File: src/rtl/pcs_pkg.sv
package pcs_pkg;
  localparam int unsigned OP_W     = 4;
  localparam int unsigned OP_INC   = 0;
  localparam int unsigned OP_CALL  = 1;
  localparam int unsigned OP_RET   = 2;
  localparam int unsigned OP_RETI  = 3;

  typedef enum logic [2:0] {
    ACT_HOLD,
    ACT_INC,
    ACT_CALL,
    ACT_POP,
    ACT_IRQ
  } pcs_act_e;
endpackage

File: src/rtl/pcs_next_pc.sv
module pcs_next_pc
  import pcs_pkg::*;
#(
  parameter int unsigned PC_W  = 13,
  parameter int unsigned LIT_W = 11,
  parameter logic [PC_W-1:0] VECTOR = 13'h004
) (
  input  logic [PC_W-1:0]  pc_i,
  input  logic [OP_W-1:0]  op_i,
  input  logic [LIT_W-1:0] lit_i,
  input  logic [PC_W-9:0]  page_reg_i,
  input  logic             irq_i,
  input  logic [PC_W-1:0]  top_i,
  output pcs_act_e         act_o,
  output logic [PC_W-1:0]  push_data_o,
  output logic [PC_W-1:0]  pc_d_o
);
  localparam int unsigned PG_W  = PC_W - LIT_W;
  localparam int unsigned PG_HI = PC_W - 9;

  logic [PC_W-1:0] pc_inc;
  logic [PC_W-1:0] call_tgt;

  assign pc_inc   = pc_i + PC_W'(1);
  assign call_tgt = {page_reg_i[PG_HI -: PG_W], lit_i};

  always_comb begin
    if (irq_i)                                    act_o = ACT_IRQ;
    else if (op_i[OP_CALL])                       act_o = ACT_CALL;
    else if (op_i[OP_RET] || op_i[OP_RETI])       act_o = ACT_POP;
    else if (op_i[OP_INC])                        act_o = ACT_INC;
    else                                          act_o = ACT_HOLD;
  end

  always_comb begin
    push_data_o = pc_inc;
    pc_d_o      = pc_i;
    unique case (act_o)
      ACT_IRQ:  begin push_data_o = pc_i; pc_d_o = VECTOR; end
      ACT_CALL: pc_d_o = call_tgt;
      ACT_POP:  pc_d_o = top_i;
      ACT_INC:  pc_d_o = pc_inc;
      default:  pc_d_o = pc_i;
    endcase
  end
endmodule

File: src/rtl/pcs_stack.sv
module pcs_stack #(
  parameter int unsigned DATA_W = 13,
  parameter int unsigned DEPTH  = 8   // power of two: pointer wraps modulo DEPTH
) (
  input  logic                       clk_i,
  input  logic                       rst_ni,
  input  logic                       push_i,
  input  logic                       pop_i,
  input  logic [DATA_W-1:0]          data_i,
  output logic [DATA_W-1:0]          top_o,
  output logic [$clog2(DEPTH+1)-1:0] depth_o,
  output logic                       ovf_o,
  output logic                       unf_o
);
  localparam int unsigned PTR_W = $clog2(DEPTH);
  localparam int unsigned CNT_W = $clog2(DEPTH+1);

  logic [DATA_W-1:0] mem_q [DEPTH];
  logic [PTR_W-1:0]  ptr_q;
  logic [PTR_W-1:0]  ptr_dn;
  logic [CNT_W-1:0]  cnt_q;

  assign ptr_dn = ptr_q - PTR_W'(1);
  assign top_o  = mem_q[ptr_dn];

  for (genvar g = 0; g < DEPTH; g++) begin : g_slot
    always_ff @(posedge clk_i or negedge rst_ni) begin
      if (!rst_ni)                                mem_q[g] <= '0;
      else if (push_i && ptr_q == PTR_W'(g))      mem_q[g] <= data_i;
    end
  end

  always_ff @(posedge clk_i or negedge rst_ni) begin
    if (!rst_ni) begin
      ptr_q <= '0;
      cnt_q <= '0;
      ovf_o <= 1'b0;
      unf_o <= 1'b0;
    end else if (push_i) begin
      ptr_q <= ptr_q + PTR_W'(1);
      if (cnt_q == CNT_W'(DEPTH)) ovf_o <= 1'b1;
      else                        cnt_q <= cnt_q + CNT_W'(1);
    end else if (pop_i) begin
      ptr_q <= ptr_dn;
      if (cnt_q == '0) unf_o <= 1'b1;
      else             cnt_q <= cnt_q - CNT_W'(1);
    end
  end

  assign depth_o = cnt_q;
endmodule

File: src/rtl/pc_call_stack.sv
module pc_call_stack
  import pcs_pkg::*;
#(
  parameter int unsigned PC_W  = 13,
  parameter int unsigned LIT_W = 11,
  parameter int unsigned DEPTH = 8,
  parameter logic [PC_W-1:0] VECTOR = 13'h004
) (
  input  logic                       clk_i,
  input  logic                       rst_ni,
  input  logic [OP_W-1:0]            op_i,
  input  logic [LIT_W-1:0]           lit_i,
  input  logic [PC_W-9:0]            page_reg_i,
  input  logic                       irq_take_i,
  output logic [PC_W-1:0]            pc_o,
  output logic [$clog2(DEPTH+1)-1:0] depth_o,
  output logic                       overflow_o,
  output logic                       underflow_o
);
  pcs_act_e        act;
  logic [PC_W-1:0] pc_q, pc_d, push_data, top;
  logic            push, pop;

  assign push = (act == ACT_CALL) || (act == ACT_IRQ);
  assign pop  = (act == ACT_POP);

  pcs_next_pc #(.PC_W(PC_W), .LIT_W(LIT_W), .VECTOR(VECTOR)) i_next (
    .pc_i        (pc_q),
    .op_i        (op_i),
    .lit_i       (lit_i),
    .page_reg_i  (page_reg_i),
    .irq_i       (irq_take_i),
    .top_i       (top),
    .act_o       (act),
    .push_data_o (push_data),
    .pc_d_o      (pc_d)
  );

  pcs_stack #(.DATA_W(PC_W), .DEPTH(DEPTH)) i_stack (
    .clk_i   (clk_i),
    .rst_ni  (rst_ni),
    .push_i  (push),
    .pop_i   (pop),
    .data_i  (push_data),
    .top_o   (top),
    .depth_o (depth_o),
    .ovf_o   (overflow_o),
    .unf_o   (underflow_o)
  );

  always_ff @(posedge clk_i or negedge rst_ni) begin
    if (!rst_ni) pc_q <= '0;
    else         pc_q <= pc_d;
  end

  assign pc_o = pc_q;
endmodule

File: config.mk
export PLATFORM = sky130hd
export DESIGN_NAME = pc_call_stack
export DESIGN_NICKNAME = d
export VERILOG_FILES = /design/src/rtl/pcs_pkg.sv /design/src/rtl/pcs_next_pc.sv /design/src/rtl/pcs_stack.sv /design/src/rtl/pc_call_stack.sv
export SDC_FILE = /design/constraint.sdc
export NUM_CORES = 1
export LEC_CHECK = 0
export ABC_CLOCK_PERIOD_IN_PS = 4900
export BUFFER_PORTS_ARGS = -buffer_cell sky130_fd_sc_hd__buf_4
export CAP_MARGIN = 30
export CORE_ASPECT_RATIO = 1.1
export CORE_MARGIN = 2
export CORE_UTILIZATION = 30
export DETAILED_ROUTE_END_ITERATION = 10
export HOLD_SLACK_MARGIN = 0.02
export PLACE_DENSITY = 0.57
export REMOVE_ABC_BUFFERS = 1
export SYNTH_ARGS = -nofsm -noshare
export SYNTH_HDL_FRONTEND = slang
export SYNTH_HIERARCHICAL = 1
export SYNTH_SLANG_ARGS = --single-unit
File: constraint.sdc
create_clock -name clk_i -period 4.9 [get_ports clk_i]
set_input_delay 0.735 -clock clk_i [delete_from_list [all_inputs] [get_ports clk_i]]
set_output_delay 0.735 -clock clk_i [all_outputs]
set_load 0.01 [all_outputs]
==> impl_metrics.json <==
{
  "synth_flop_cell": "dfrtp_1",
  "worst_path_largest_cell_delay_ns": 0.76,
  "layout_min_cycle_time_ns": 2.84,
  "wire_per_inst_um": 18.9,
  "worstSetupPathType": "input port to flop",
  "finalCritPeriodShare": 0.581,
  "busiest_layer": "met2",
  "endpoint_kind": "flop",
  "swShare": 0.322,
  "timing.fmax_mhz": 352,
  "dp_hpwl_um": 9870,
  "syn_area_per_cell_um2": 13.8,
  "area_growth_pct": 16.8,
  "worstReg2RegStart": "i_stack/ptr_q[1]$_DFFE_PN0P_",
  "slew_headroom": 0.310,
  "drv_slew": 0,
  "reg2reg_depth": 9,
  "outcome": "finished, final reports clean",
  "worst_pin_slew_ns": 1.03,
  "slowest_stage": "nand3_1",
  "grt_max_degree": 46,
  "gr-total-overflow": 0,
  "fin_cells": 808,
  "drtPass1Iterations": 4,
  "dieWidth_um": 144,
  "drive_gt1_frac": 0.234,
  "synthArstFlopShare": 1.00,
  "grtUsageTotal": 0.144,
  "drt_drc_violations_left": 0,
  "reg2reg_slack_ns": 2.16,
  "synthTopCellsByArea": "dfrtp_1 (49%), mux2_1 (18%), mux4_2 (6.3%), mux4_1 (3.3%), xor2_1 (2.0%)",
  "drt_iter0_drc": 143,
  "setup_violations": 0,
  "cts_hold_buf": 0,
  "yosysWarnings": 6,
  "dp.cells": 774,
  "synth_edf_count": 0,
  "grtUsageMet2": 0.244,
  "cts_htree_levels": 4,
  "wl_um": 15300,
  "crit_required_ns": 5.18,
  "fp-row-count": 56,
  "drtAntennaViolNets": 0,
  "skew_ns": 0.0103,
  "peakVddDrop_mv": 0.252,
  "grt_pass1_vias": 4370,
  "maxCapViolations": 0,
  "critPathArrivalTime_ns": 3.12,
  "tns_ns": 0,
  "grt_pass1_wl_um": 24200,
  "r2r_end": "pc_o[6]$_DFF_PN0_",
  "power.switching_mw": 1.44,
  "die_height_um": 158,
  "port_buffers": 38,
  "rsz0062_at_grt": "false",
  "clock_sinks": 126,
  "gp_congestion": 0.740,
  "hold_class": "input port to asynchronous set/reset pin",
  "clock_path_buffers": 2,
  "path_clk_slew_ns": 0.05,
  "syn_area_mm2": 0.00645,
  "critPathMaxFanout": 28,
  "post-synth-top-area-cell": "dfrtp_1",
  "die-area_mm2": 0.0227,
  "crit_buf_inv": 2,
  "synth.distinct_cells": 55,
  "met1_usage": 0.185,
  "cts_tree": "built",
  "cts_resized": 0,
  "hold_viol_final": 0,
  "p_leak_nw": 3.43,
  "met3_usage": 0.0330,
  "vias": 4012,
  "p_clk_frac": 0.247,
  "p_int_mw": 3.04,
  "cp_num_cells": 8,
  "vias_per_cell": 4.97,
  "path_cells": "buf_4 > nor3_1 > nor2_1 > xnor2_1 > nor2_1 > buf_4 > nand3_1 > mux2_1",
  "cts_post_setup_buffers_inserted": 0,
  "ys_ff_latch": 126,
  "p_seq_frac": 0.375,
  "antenna_found_initial": 0,
  "p_per_area_mw_per_mm2": 594,
  "synth_cells": 469,
  "combPwrFrac": 0.378,
  "coreArea_mm2": 0.0212,
  "cts_buffers": 17,
  "yosysTopAreaCellShare": 0.488,
  "yosysSeqAreaShare": 0.488,
  "cp-start-kind": "input port",
  "clock-root-buffer": "clkbuf_16",
  "initial_utilization": 0.304,
  "path_delay_family": "simple AND/OR/NAND/NOR gates",
  "diodes": 0,
  "io_pins": 42,
  "layout.nets": 541,
  "clk-insertion-delay-late_ns": 0.41
}
==> cell type report <==
type,instances,area (µm²)
clock buffer,29,510
clock inverter,1,5.00
fill,2066,13700
inverter,5,18.8
multi-input combinational,308,3100
sequential,126,3150
tap,290,363
timing repair buffer,49,394
==> cell usage after synthesis (all sizes together), types with 2 or more instances <==
cell	instances
dfrtp	126
mux2	117
buf	29
mux4	26
nor2	21
nand2	18
xor2	15
nand3	14
a21oi	13
xnor2	13
ha	10
nor3b	9
nor3	8
o22ai	7
inv	5
nand4	5
a211oi	4
nand2b	4
a31oi	3
a31o	2
o21ai	2
o22a	2
==> placed cells by master (no fill, tap or decap), types with 3 or more instances in the layout <==
cell type	count
xor2_1	15
a21oi_1	12
mux4_1	8
xnor2_1	13
o22ai_1	7
mux2_1	104
inv_2	3
clkbuf_8	4
mux2_4	3
dfrtp_1	125
nor2_1	17
mux4_2	18
buf_8	3
ha_1	10
nand3_1	12
mux2_2	10
nand2_1	17
buf_4	45
nand4_1	5
clkbuf_16	17
clkbuf_1	8
a211oi_1	4
nand2b_1	4
nor3_1	6
nor3b_1	9
==> metrics by stage <==
step / hold WS (ns) / setup slack [ns] / cell area [µm²] / total power [mW] / utilization
after CTS: 0.341 / 1.91 / 7490 / 4.51 / 0.353
after detailed placement: 0.463 / 1.59 / 6970 / 3.38 / 0.328
after floorplan: 0.439 / 1.47 / 6270 / 2.82 / -
after global placement: 0.462 / 1.67 / 6960 / 3.28 / 0.328
after global routing: 0.361 / 1.93 / 7540 / 4.75 / 0.355
final: 0.317 / 2.06 / 7540 / 4.48 / 0.355
==> power by group through the flow <==
stage               clock [mW]  sequential, mW  combinational, mW
finish                    1.11            1.68               1.69
detailed placement           0            1.70               1.68
floorplan                    0            1.68               1.13
global placement             0            1.66               1.62
CTS                       1.13            1.68               1.69
global route              1.18            1.74               1.84
==> state kept, by name (all words and copies together) (netlist names) <==
register,count
i_stack/ovf_o,1
pc_o,13
i_stack/ptr_q,3
i_stack/unf_o,1
i_stack/depth_o,4
i_stack/mem_q,104
==> cells by family after synthesis <==
| family | after synthesis | share of synthesized area |
|---|---|---|
| muxes | 143 | 0.301 |
| DFF | 126 | 0.488 |
| and+or+nand+nor | 87 | 0.0768 |
| AOI/OAI and AO/OA | 39 | 0.0413 |
| buffers and inverters | 35 | 0.0318 |
| xor gates and xnor gates | 28 | 0.0380 |
| adders and majority gates | 11 | 0.0225 |
==> per-layer routing <==
layer	routed length [µm]	vias up
met3	537	8
met4	166	0
li1	-	1805
met1	6970	2132
met5	0	-
met2	7640	67
==> worst max-delay path by stage <==
stage,endpoint,startpoint
after floorplan,pc_o[11]$_DFF_PN0_,i_stack/ptr_q[0]$_DFFE_PN0P_
after global placement,i_stack/mem_q[46]$_DFFE_PN0P_,op_i[1]
after detailed placement,i_stack/mem_q[40]$_DFFE_PN0P_,op_i[1]
after CTS,pc_o[6]$_DFF_PN0_,i_stack/ptr_q[1]$_DFFE_PN0P_
after global routing,i_stack/mem_q[84]$_DFFE_PN0P_,op_i[1]
final,i_stack/mem_q[71]$_DFFE_PN0P_,op_i[1]
Note: power is estimated with default switching activity, not from simulation.
